<file path="config.mk">
export PLATFORM = sky130hd
export DESIGN_NAME = stride_seq_expander
export DESIGN_NICKNAME = d
export VERILOG_FILES = /design/src/rtl/sse_pkg.sv /design/src/rtl/sse_ctrl.sv /design/src/rtl/sse_value_acc.sv /design/src/rtl/sse_down_cnt.sv /design/src/rtl/stride_seq_expander.sv
export SDC_FILE = /design/constraint.sdc
export NUM_CORES = 1
export LEC_CHECK = 0
export ABC_AREA = 1
export BUFFER_PORTS_ARGS = -buffer_cell sky130_fd_sc_hd__buf_2
export CORE_UTILIZATION = 45
export CTS_CLUSTER_DIAMETER = 80
export DETAILED_ROUTE_END_ITERATION = 16
export GPL_ROUTABILITY_DRIVEN = 0
export GPL_TIMING_DRIVEN = 0
export PLACE_DENSITY = 0.78
export SLEW_MARGIN = 20
export SYNTH_ARGS = -nofsm -noshare
export SYNTH_HDL_FRONTEND = slang
export SYNTH_HIERARCHICAL = 1
export SYNTH_SLANG_ARGS = --single-unit
</file>
<file path="constraint.sdc">
create_clock -name clk -period 5.1 [get_ports clk]
set_clock_uncertainty 0.2 [all_clocks]
set_input_delay 0.51 -clock clk [delete_from_list [all_inputs] [get_ports clk]]
set_output_delay 0.51 -clock clk [all_outputs]
set_load 0.005 [all_outputs]
</file>
<file path="src/rtl/sse_pkg.sv">
package sse_pkg;

    typedef enum logic [0:0] {
        ST_IDLE = 1'b0,
        ST_EMIT = 1'b1
    } sse_state_e;

endpackage

</file>
<file path="src/rtl/sse_ctrl.sv">
module sse_ctrl
    import sse_pkg::*;
(
    input  logic clk,
    input  logic rst_n,
    input  logic in_valid,
    input  logic out_ready,
    input  logic cnt_zero,
    output logic in_ready,
    output logic out_valid,
    output logic load,
    output logic step_en
);

    sse_state_e state_q;
    sse_state_e state_d;

    // state register
    always_ff @(posedge clk) begin
        if (!rst_n) begin
            state_q <= ST_IDLE;
        end else begin
            state_q <= state_d;
        end
    end

    // next state: T_ACCEPT, T_STEP, T_DONE
    always_comb begin
        state_d = state_q;
        unique case (state_q)
            ST_IDLE: if (in_valid)              state_d = ST_EMIT;
            ST_EMIT: if (out_ready && cnt_zero) state_d = ST_IDLE;
            default:                            state_d = ST_IDLE;
        endcase
    end

    // outputs
    always_comb begin
        in_ready  = 1'b0;
        out_valid = 1'b0;
        load      = 1'b0;
        step_en   = 1'b0;
        unique case (state_q)
            ST_IDLE: begin
                in_ready = 1'b1;
                load     = in_valid;
            end
            ST_EMIT: begin
                out_valid = 1'b1;
                step_en   = out_ready && !cnt_zero;
            end
            default: ;
        endcase
    end

    AST_HANDSHAKE_EXCL: assert property (@(posedge clk) disable iff (!rst_n)
        !(in_ready && out_valid));

    AST_HOLD_VALID: assert property (@(posedge clk) disable iff (!rst_n)
        (out_valid && !out_ready) |=> out_valid);

    AST_DONE_IDLE: assert property (@(posedge clk) disable iff (!rst_n)
        (out_valid && out_ready && cnt_zero) |=> in_ready);

    AST_ACCEPT_BUSY: assert property (@(posedge clk) disable iff (!rst_n)
        (in_ready && in_valid) |=> (out_valid && !in_ready));

endmodule

</file>
<file path="src/rtl/sse_value_acc.sv">
module sse_value_acc #(
    parameter int VAL_W = 16
) (
    input  logic             clk,
    input  logic             rst_n,
    input  logic             load,
    input  logic             step_en,
    input  logic [VAL_W-1:0] base_i,
    input  logic [VAL_W-1:0] offset_i,
    output logic [VAL_W-1:0] value_o
);

    logic [VAL_W-1:0] val_q;
    logic [VAL_W-1:0] off_q;
    logic [VAL_W-1:0] sum;

    // modulo 2^VAL_W by truncation
    assign sum = val_q + off_q;

    always_ff @(posedge clk) begin
        if (!rst_n) begin
            val_q <= '0;
            off_q <= '0;
        end else if (load) begin
            val_q <= base_i;
            off_q <= offset_i;
        end else if (step_en) begin
            val_q <= sum;
        end
    end

    assign value_o = val_q;

    AST_BASE_LOAD: assert property (@(posedge clk) disable iff (!rst_n)
        load |=> (val_q == $past(base_i)));

    AST_STRIDE_ADD: assert property (@(posedge clk) disable iff (!rst_n)
        step_en |=> (val_q == VAL_W'($past(val_q) + $past(off_q))));

    AST_VALUE_HOLD: assert property (@(posedge clk) disable iff (!rst_n)
        (!load && !step_en) |=> $stable(val_q));

    AST_OFFSET_KEPT: assert property (@(posedge clk) disable iff (!rst_n)
        !load |=> $stable(off_q));

endmodule

</file>
<file path="src/rtl/sse_down_cnt.sv">
module sse_down_cnt #(
    parameter int CNT_W = 8
) (
    input  logic             clk,
    input  logic             rst_n,
    input  logic             load,
    input  logic             dec,
    input  logic [CNT_W-1:0] len_i,
    output logic             zero_o
);

    logic [CNT_W-1:0] cnt_q;

    always_ff @(posedge clk) begin
        if (!rst_n) begin
            cnt_q <= '0;
        end else if (load) begin
            cnt_q <= len_i;
        end else if (dec) begin
            cnt_q <= cnt_q - 1'b1;
        end
    end

    assign zero_o = (cnt_q == '0);

    AST_NO_UNDERFLOW: assert property (@(posedge clk) disable iff (!rst_n)
        dec |-> (cnt_q != '0));

    AST_COUNT_DEC: assert property (@(posedge clk) disable iff (!rst_n)
        (dec && !load) |=> (cnt_q == CNT_W'($past(cnt_q) - 1'b1)));

    AST_COUNT_HOLD: assert property (@(posedge clk) disable iff (!rst_n)
        (!dec && !load) |=> $stable(cnt_q));

endmodule

</file>
<file path="src/rtl/stride_seq_expander.sv">
module stride_seq_expander #(
    parameter int VAL_W = 16,
    parameter int CNT_W = 8
) (
    input  logic             clk,
    input  logic             rst_n,
    input  logic             in_valid,
    output logic             in_ready,
    input  logic [VAL_W-1:0] in_base,
    input  logic [VAL_W-1:0] in_offset,
    input  logic [CNT_W-1:0] in_length,
    output logic             out_valid,
    input  logic             out_ready,
    output logic [VAL_W-1:0] out_value
);

    logic load;
    logic step_en;
    logic cnt_zero;

    sse_ctrl u_ctrl (
        .clk       (clk),
        .rst_n     (rst_n),
        .in_valid  (in_valid),
        .out_ready (out_ready),
        .cnt_zero  (cnt_zero),
        .in_ready  (in_ready),
        .out_valid (out_valid),
        .load      (load),
        .step_en   (step_en)
    );

    sse_value_acc #(.VAL_W(VAL_W)) u_acc (
        .clk      (clk),
        .rst_n    (rst_n),
        .load     (load),
        .step_en  (step_en),
        .base_i   (in_base),
        .offset_i (in_offset),
        .value_o  (out_value)
    );

    sse_down_cnt #(.CNT_W(CNT_W)) u_cnt (
        .clk    (clk),
        .rst_n  (rst_n),
        .load   (load),
        .dec    (step_en),
        .len_i  (in_length),
        .zero_o (cnt_zero)
    );

    AST_OUT_STABLE: assert property (@(posedge clk) disable iff (!rst_n)
        (out_valid && !out_ready) |=> $stable(out_value));

endmodule

</file>
# After elaboration in Yosys (flattened, before gate mapping)

Index checks and enable logic that the tools add are counted.
W data, S select, Z words.

Register bits after elaboration: 41
Output and inout port bits: 18
Word-level logic and storage cells: 23

Add/subtract/negate cells: 2
Muxes and demuxes: 11
Bitwise operators: 1
Reduce and logical (&&, ||, !) cells: 5

Operator list:

| cell                  | number |
|---|---|
| $mux W16              | 2 |
| $add A16 B16 Y16      | 1 |
| $mux W8               | 2 |
| $logic_not A8 Y1      | 1 |
| $sub A8 B1 Y8 const B | 1 |
| $mux W1               | 6 |
| $logic_and A1 B1 Y1   | 2 |
| $pmux W1 S2           | 1 |
| $reduce_bool A2 Y1    | 1 |
| $logic_not A1 Y1      | 1 |
| $not A1 Y1            | 1 |

# Depth between registers and ports, before layout

Depth after elaboration: 6
Depth in mapped cells: 11
Gate-level depth less buffers: 11

# Hierarchy

The synthesis kept the hierarchy.

By module, submodules not included:

| module        | times used | cells an instance | area an instance (µm²) |
|---|---|---|---|
| sse_value_acc | 1          | 321               | 2,117.0 |
| sse_down_cnt  | 1          | 81                | 538.0 |
| sse_ctrl      | 1          | 10                | 61.3 |

# Least setup slack after synthesis

OpenSTA, ideal clock, no wires.

Path kind: reg-to-reg
Start point: register u_cnt.cnt_q[0]
End point: register u_acc.val_q[12], in the netlist u_acc/value_o[12]
Arrival time: 1.777 ns
Required time: 4.830 ns
Path slack: 3.053 ns
Stages on the path, launching flop included: 11
Path buffers: 1
Clock period less this slack: 2.047 ns
Cell sequence: dfxtp_1 > inv_2 > ha_1 > nand3_1 > nor2_1 > nor2_1 > inv_1 > nor2_4 > buf_4 > nand3_1 > a21oi_1

Cells in the longest elaborated chain, start to end: 5

RTL lines:

| item                         | line                      | RTL |
|---|---|---|
| from (decl)                  | sse_down_cnt.sv:12        | `logic [CNT_W-1:0] cnt_q;` |
| from (signal assigned)       | sse_down_cnt.sv:18        | `cnt_q <= len_i;` |
| from (signal assigned)       | sse_down_cnt.sv:20        | `cnt_q <= cnt_q - 1'b1;` |
| $logic_not A8 Y1             | sse_down_cnt.sv:24        | `assign zero_o = (cnt_q == '0);` |
| via cnt_zero                 | stride_seq_expander.sv:19 | `logic cnt_zero;` |
| $logic_not A1 Y1             | sse_ctrl.sv:50            | `step_en = out_ready && !cnt_zero;` |
| $logic_and A1 B1 Y1          | sse_ctrl.sv:50            |  |
| $mux W1                      | sse_ctrl.sv:43            | `unique case (state_q)` |
| via step_en                  | stride_seq_expander.sv:18 | `logic step_en;` |
| $reduce_bool A2 Y1 (no line) | -                         |  |
| to (signal assigned)         | sse_value_acc.sv:25       | `val_q <= base_i;` |
| to (signal assigned)         | sse_value_acc.sv:28       | `val_q <= sum;` |
| to (decl)                    | sse_value_acc.sv:13       | `logic [VAL_W-1:0] val_q;` |

The timed path passes the listed nets, and every way through them passes these cells.
A chain may end at the register's enable or synchronous reset.

# Final worst setup path

Ends and elaborated chain as after synthesis.

==> impl_metrics.ini <==
[finish]
area_used_by_multi_input_combinational_logic_mm2 = 0.00162
nets = 542
instances_no_fill = 553
ratio_of_cells_with_drive_above_1_in_the_final_layout_pct = 22.2
final.fill_count = 558
ff_latch_area_um2 = 821
finalCoreUtilization_pct = 56.9
syn_to_final_growth_pct = 19.0
n_antenna_cell = 0
finalInstanceArea_mm2 = 0.00323

[clocking]
clk_transition_reported_paths_ns = 0.09
worst_skew_pair.late_latency_ns = 0.30
clock_sinks = 41
ctsResizeCount = 0
cts_root_buf = sky130_fd_sc_hd__clkbuf_8
post-cts-setup-buffers = 0
htreeDepth = 2
tritoncts_clock_tree = built
cts_max_path_buffers = 2
hold_buffers = 0
cts_made_buffers = 5

[synthesis]
synthXorXnorAreaFrac_pct = 1.61
post_synth_num_cell_types = 33
mappedNetlistNets = 474
synth_seq_area_share_pct = 30.2
post_synth_inst_count = 412
yosys_warnings = 6
synth.avg_cell_area_um2 = 6.59
basic_gate_share_of_the_synthesized_area_counting_and_or_nand_and_nor_cells_pct = 35.3
synth.largest_area_cell = sky130_fd_sc_hd__dfxtp_1
post_synth_fa_ha_maj_area_fraction_pct = 8.57
netlist_area_mm2 = 0.00272
post_synth_main_area_contributors = sky130_fd_sc_hd__dfxtp_1, sky130_fd_sc_hd__nand2_1, sky130_fd_sc_hd__ha_1
multiplexer_area_fraction_after_synthesis_pct = 0
synth_seq_cells = 41
synth_largest_type_area_fraction_pct = 30.2
main_combinational_cell_family_by_area_after_synthesis = simple AND/OR/NAND/NOR gates
synth_compound_area_share_pct = 14.1

[route]
detail-route-antenna-nets = 0
initialDrtViolationCount = 184
drt_drc_violations_left = 0
via_per_inst = 5.06
detail_route.first_pass.iterations = 4
wl_um = 6890
avgRoutedWirePerCell_um = 12.5
vias = 2798

[grt]
grt_pass1_vias = 2661
first_pass_grt_wire_length_um = 11900
grt_antenna_before_repair = 0
grt_start_max_net_pins = 14
global_route.usage.total_pct = 23.7
grt_remaining_overflow = 0

[die]
fp-row-count = 27
chipWidth_um = 79.7
die-area_mm2 = 0.00635
fp.dieH_um = 79.7
top_level_ports = 62
floorplan.core_area_mm2 = 0.00568
initial_utilization_pct = 47.9

[run]
cap_viol_max_count = 0

[worst_setup_path]
worst-setup-path-type = reg2reg
setup.worst_path.end_class = flop
worst_endpoint_data_arrival_time_ns = 2.53
critical_path.max_fanout = 10
critPathLaunchType = flop
timing.critical_path.required_ns = 5.13

[place]
buffer_ports.inserted = 61
placed_cells_incl_taps = 545
dp_hpwl_um = 5280
postPlaceCellArea_mm2 = 0.00311

[power]
power.density_cell_area_mw_per_mm2 = 273
post-layout-total-power_uw = 882
peakVddDrop_v = 0.000115
power.static_leakage_nw = 1.70

[sta]
clock.fmax_mhz = 400
slew_at_the_pin_closest_to_its_max_slew_limit_ns = 0.718
hold_violations = 0
period_share_pct = 49.0
setup_violations = 0
final_max_slew_viol_count = 0
finalWorstPathRequiredPeriod_ns = 2.50
grt_setup_unrepaired = no
worst_slew_margin_rel_pct = 51.9
setup_total_negative_slack_ns = 0

[min_path]
hp-class = in2reg

[run_status]
outcome = finished clean
[flip-flops by register name (all words and copies together) (netlist names)]
| name | cells |
|---|---|
| u_ctrl/state_q | 1 |
| u_acc/off_q | 16 |
| u_acc/value_o | 16 |
| u_cnt/cnt_q | 8 |
[synthesized netlist by cell type]
cell type,number
sky130_fd_sc_hd__a21oi_1,20
sky130_fd_sc_hd__a21oi_2,3
sky130_fd_sc_hd__a22oi_1,15
sky130_fd_sc_hd__a31oi_1,4
sky130_fd_sc_hd__and2_4,1
sky130_fd_sc_hd__buf_2,2
sky130_fd_sc_hd__buf_4,3
sky130_fd_sc_hd__clkbuf_1,6
sky130_fd_sc_hd__dfxtp_1,41
sky130_fd_sc_hd__fa_1,1
sky130_fd_sc_hd__ha_1,17
sky130_fd_sc_hd__inv_1,51
sky130_fd_sc_hd__inv_2,8
sky130_fd_sc_hd__nand2_1,104
sky130_fd_sc_hd__nand2_2,7
sky130_fd_sc_hd__nand2_4,1
sky130_fd_sc_hd__nand3_1,27
sky130_fd_sc_hd__nand3_2,2
sky130_fd_sc_hd__nand3b_1,4
sky130_fd_sc_hd__nand4_1,1
sky130_fd_sc_hd__nor2_1,48
sky130_fd_sc_hd__nor2_2,3
sky130_fd_sc_hd__nor2_4,3
sky130_fd_sc_hd__nor3_1,2
sky130_fd_sc_hd__nor3_2,3
sky130_fd_sc_hd__o21ai_0,18
sky130_fd_sc_hd__o21ai_1,6
sky130_fd_sc_hd__or2_0,3
sky130_fd_sc_hd__or2_1,1
sky130_fd_sc_hd__or2_2,1
sky130_fd_sc_hd__or2_4,1
sky130_fd_sc_hd__xnor2_1,2
sky130_fd_sc_hd__xor2_1,3
[worst max-delay path, stage by stage (launching register included)]
cell	delay [ns]
sky130_fd_sc_hd__dfxtp_1	0.38
sky130_fd_sc_hd__inv_2	0.07
sky130_fd_sc_hd__ha_1	0.19
sky130_fd_sc_hd__nand3_1	0.07
sky130_fd_sc_hd__nor2_1	0.06
sky130_fd_sc_hd__nor2_1	0.57
sky130_fd_sc_hd__inv_1	0.17
sky130_fd_sc_hd__nor2_4	0.24
sky130_fd_sc_hd__buf_4	0.23
sky130_fd_sc_hd__nand3_1	0.10
sky130_fd_sc_hd__a21oi_1	0.14
[power by group]
part	internal, mW	switching (mW)	total [mW]
Sequential	0.348	0.0224	0.370
Combinational	0.0940	0.138	0.232
Clock	0.159	0.121	0.281
Total	0.601	0.282	0.882
[through the flow]
step           hold WS, ns  setup WS, ns
2_1_floorplan        0.267          3.05
3_3_place_gp         0.290          2.65
3_5_place_dp         0.299          2.62
4_1_cts              0.222          2.58
5_1_grt              0.227          2.38
6_report             0.228          2.60
[placed cells by master (no fill, tap or decap), drive strengths merged, types with 2 or more instances in the layout]
cell and n:
nor3 5, xnor2 2, xor2 3, nand2 112, o21ai 24, nand3b 4
inv 59, nor2 54, a21oi 23, nand3 29, a22oi 15, ha 17
clkbuf 12, buf 66, or2 6, dfxtp 41, a31oi 4
[logic make-up after synthesis]
group	after synthesis
AOI/OAI and AO/OA	66
xor gates and xnor gates	5
DFF	41
adders and majority gates	18
and+or+nand+nor	212
buffers and inverters	70
[metal layers]
| metal | vias up | global-route usage [%] | part of all wire (%) |
|---|---|---|---|
| li1 | 1457 | - | - |
| met1 | 1282 | 30.5 | 47 |
| met2 | 53 | 39.8 | 48 |
| met3 | 6 | 3.66 | 3.6 |
| met4 | 0 | 8.00 | 0.94 |
| met5 | - | 0 | 0 |
[cell type report]
class	count	share of cell area (%)
buffer	11	1.70
clock buffer	6	2.56
clock inverter	2	1.16
inverter	59	6.85
multi-input combinational	301	50.1
sequential	41	25.4
tap	72	2.79
timing repair buffer	61	9.45
[final timing paths]
path,start,end,slack [ns],cells past startpoint
setup / recovery,u_cnt/cnt_q[0],u_acc/value_o[12],2.60,10
hold / removal,in_offset[10],u_acc/off_q[10],0.23,3
setup reg to reg,u_cnt/cnt_q[0],u_acc/value_o[12],2.60,10
hold reg to reg,u_ctrl/state_q,u_ctrl/state_q,0.32,2
(Power assumes the default switching activity.)
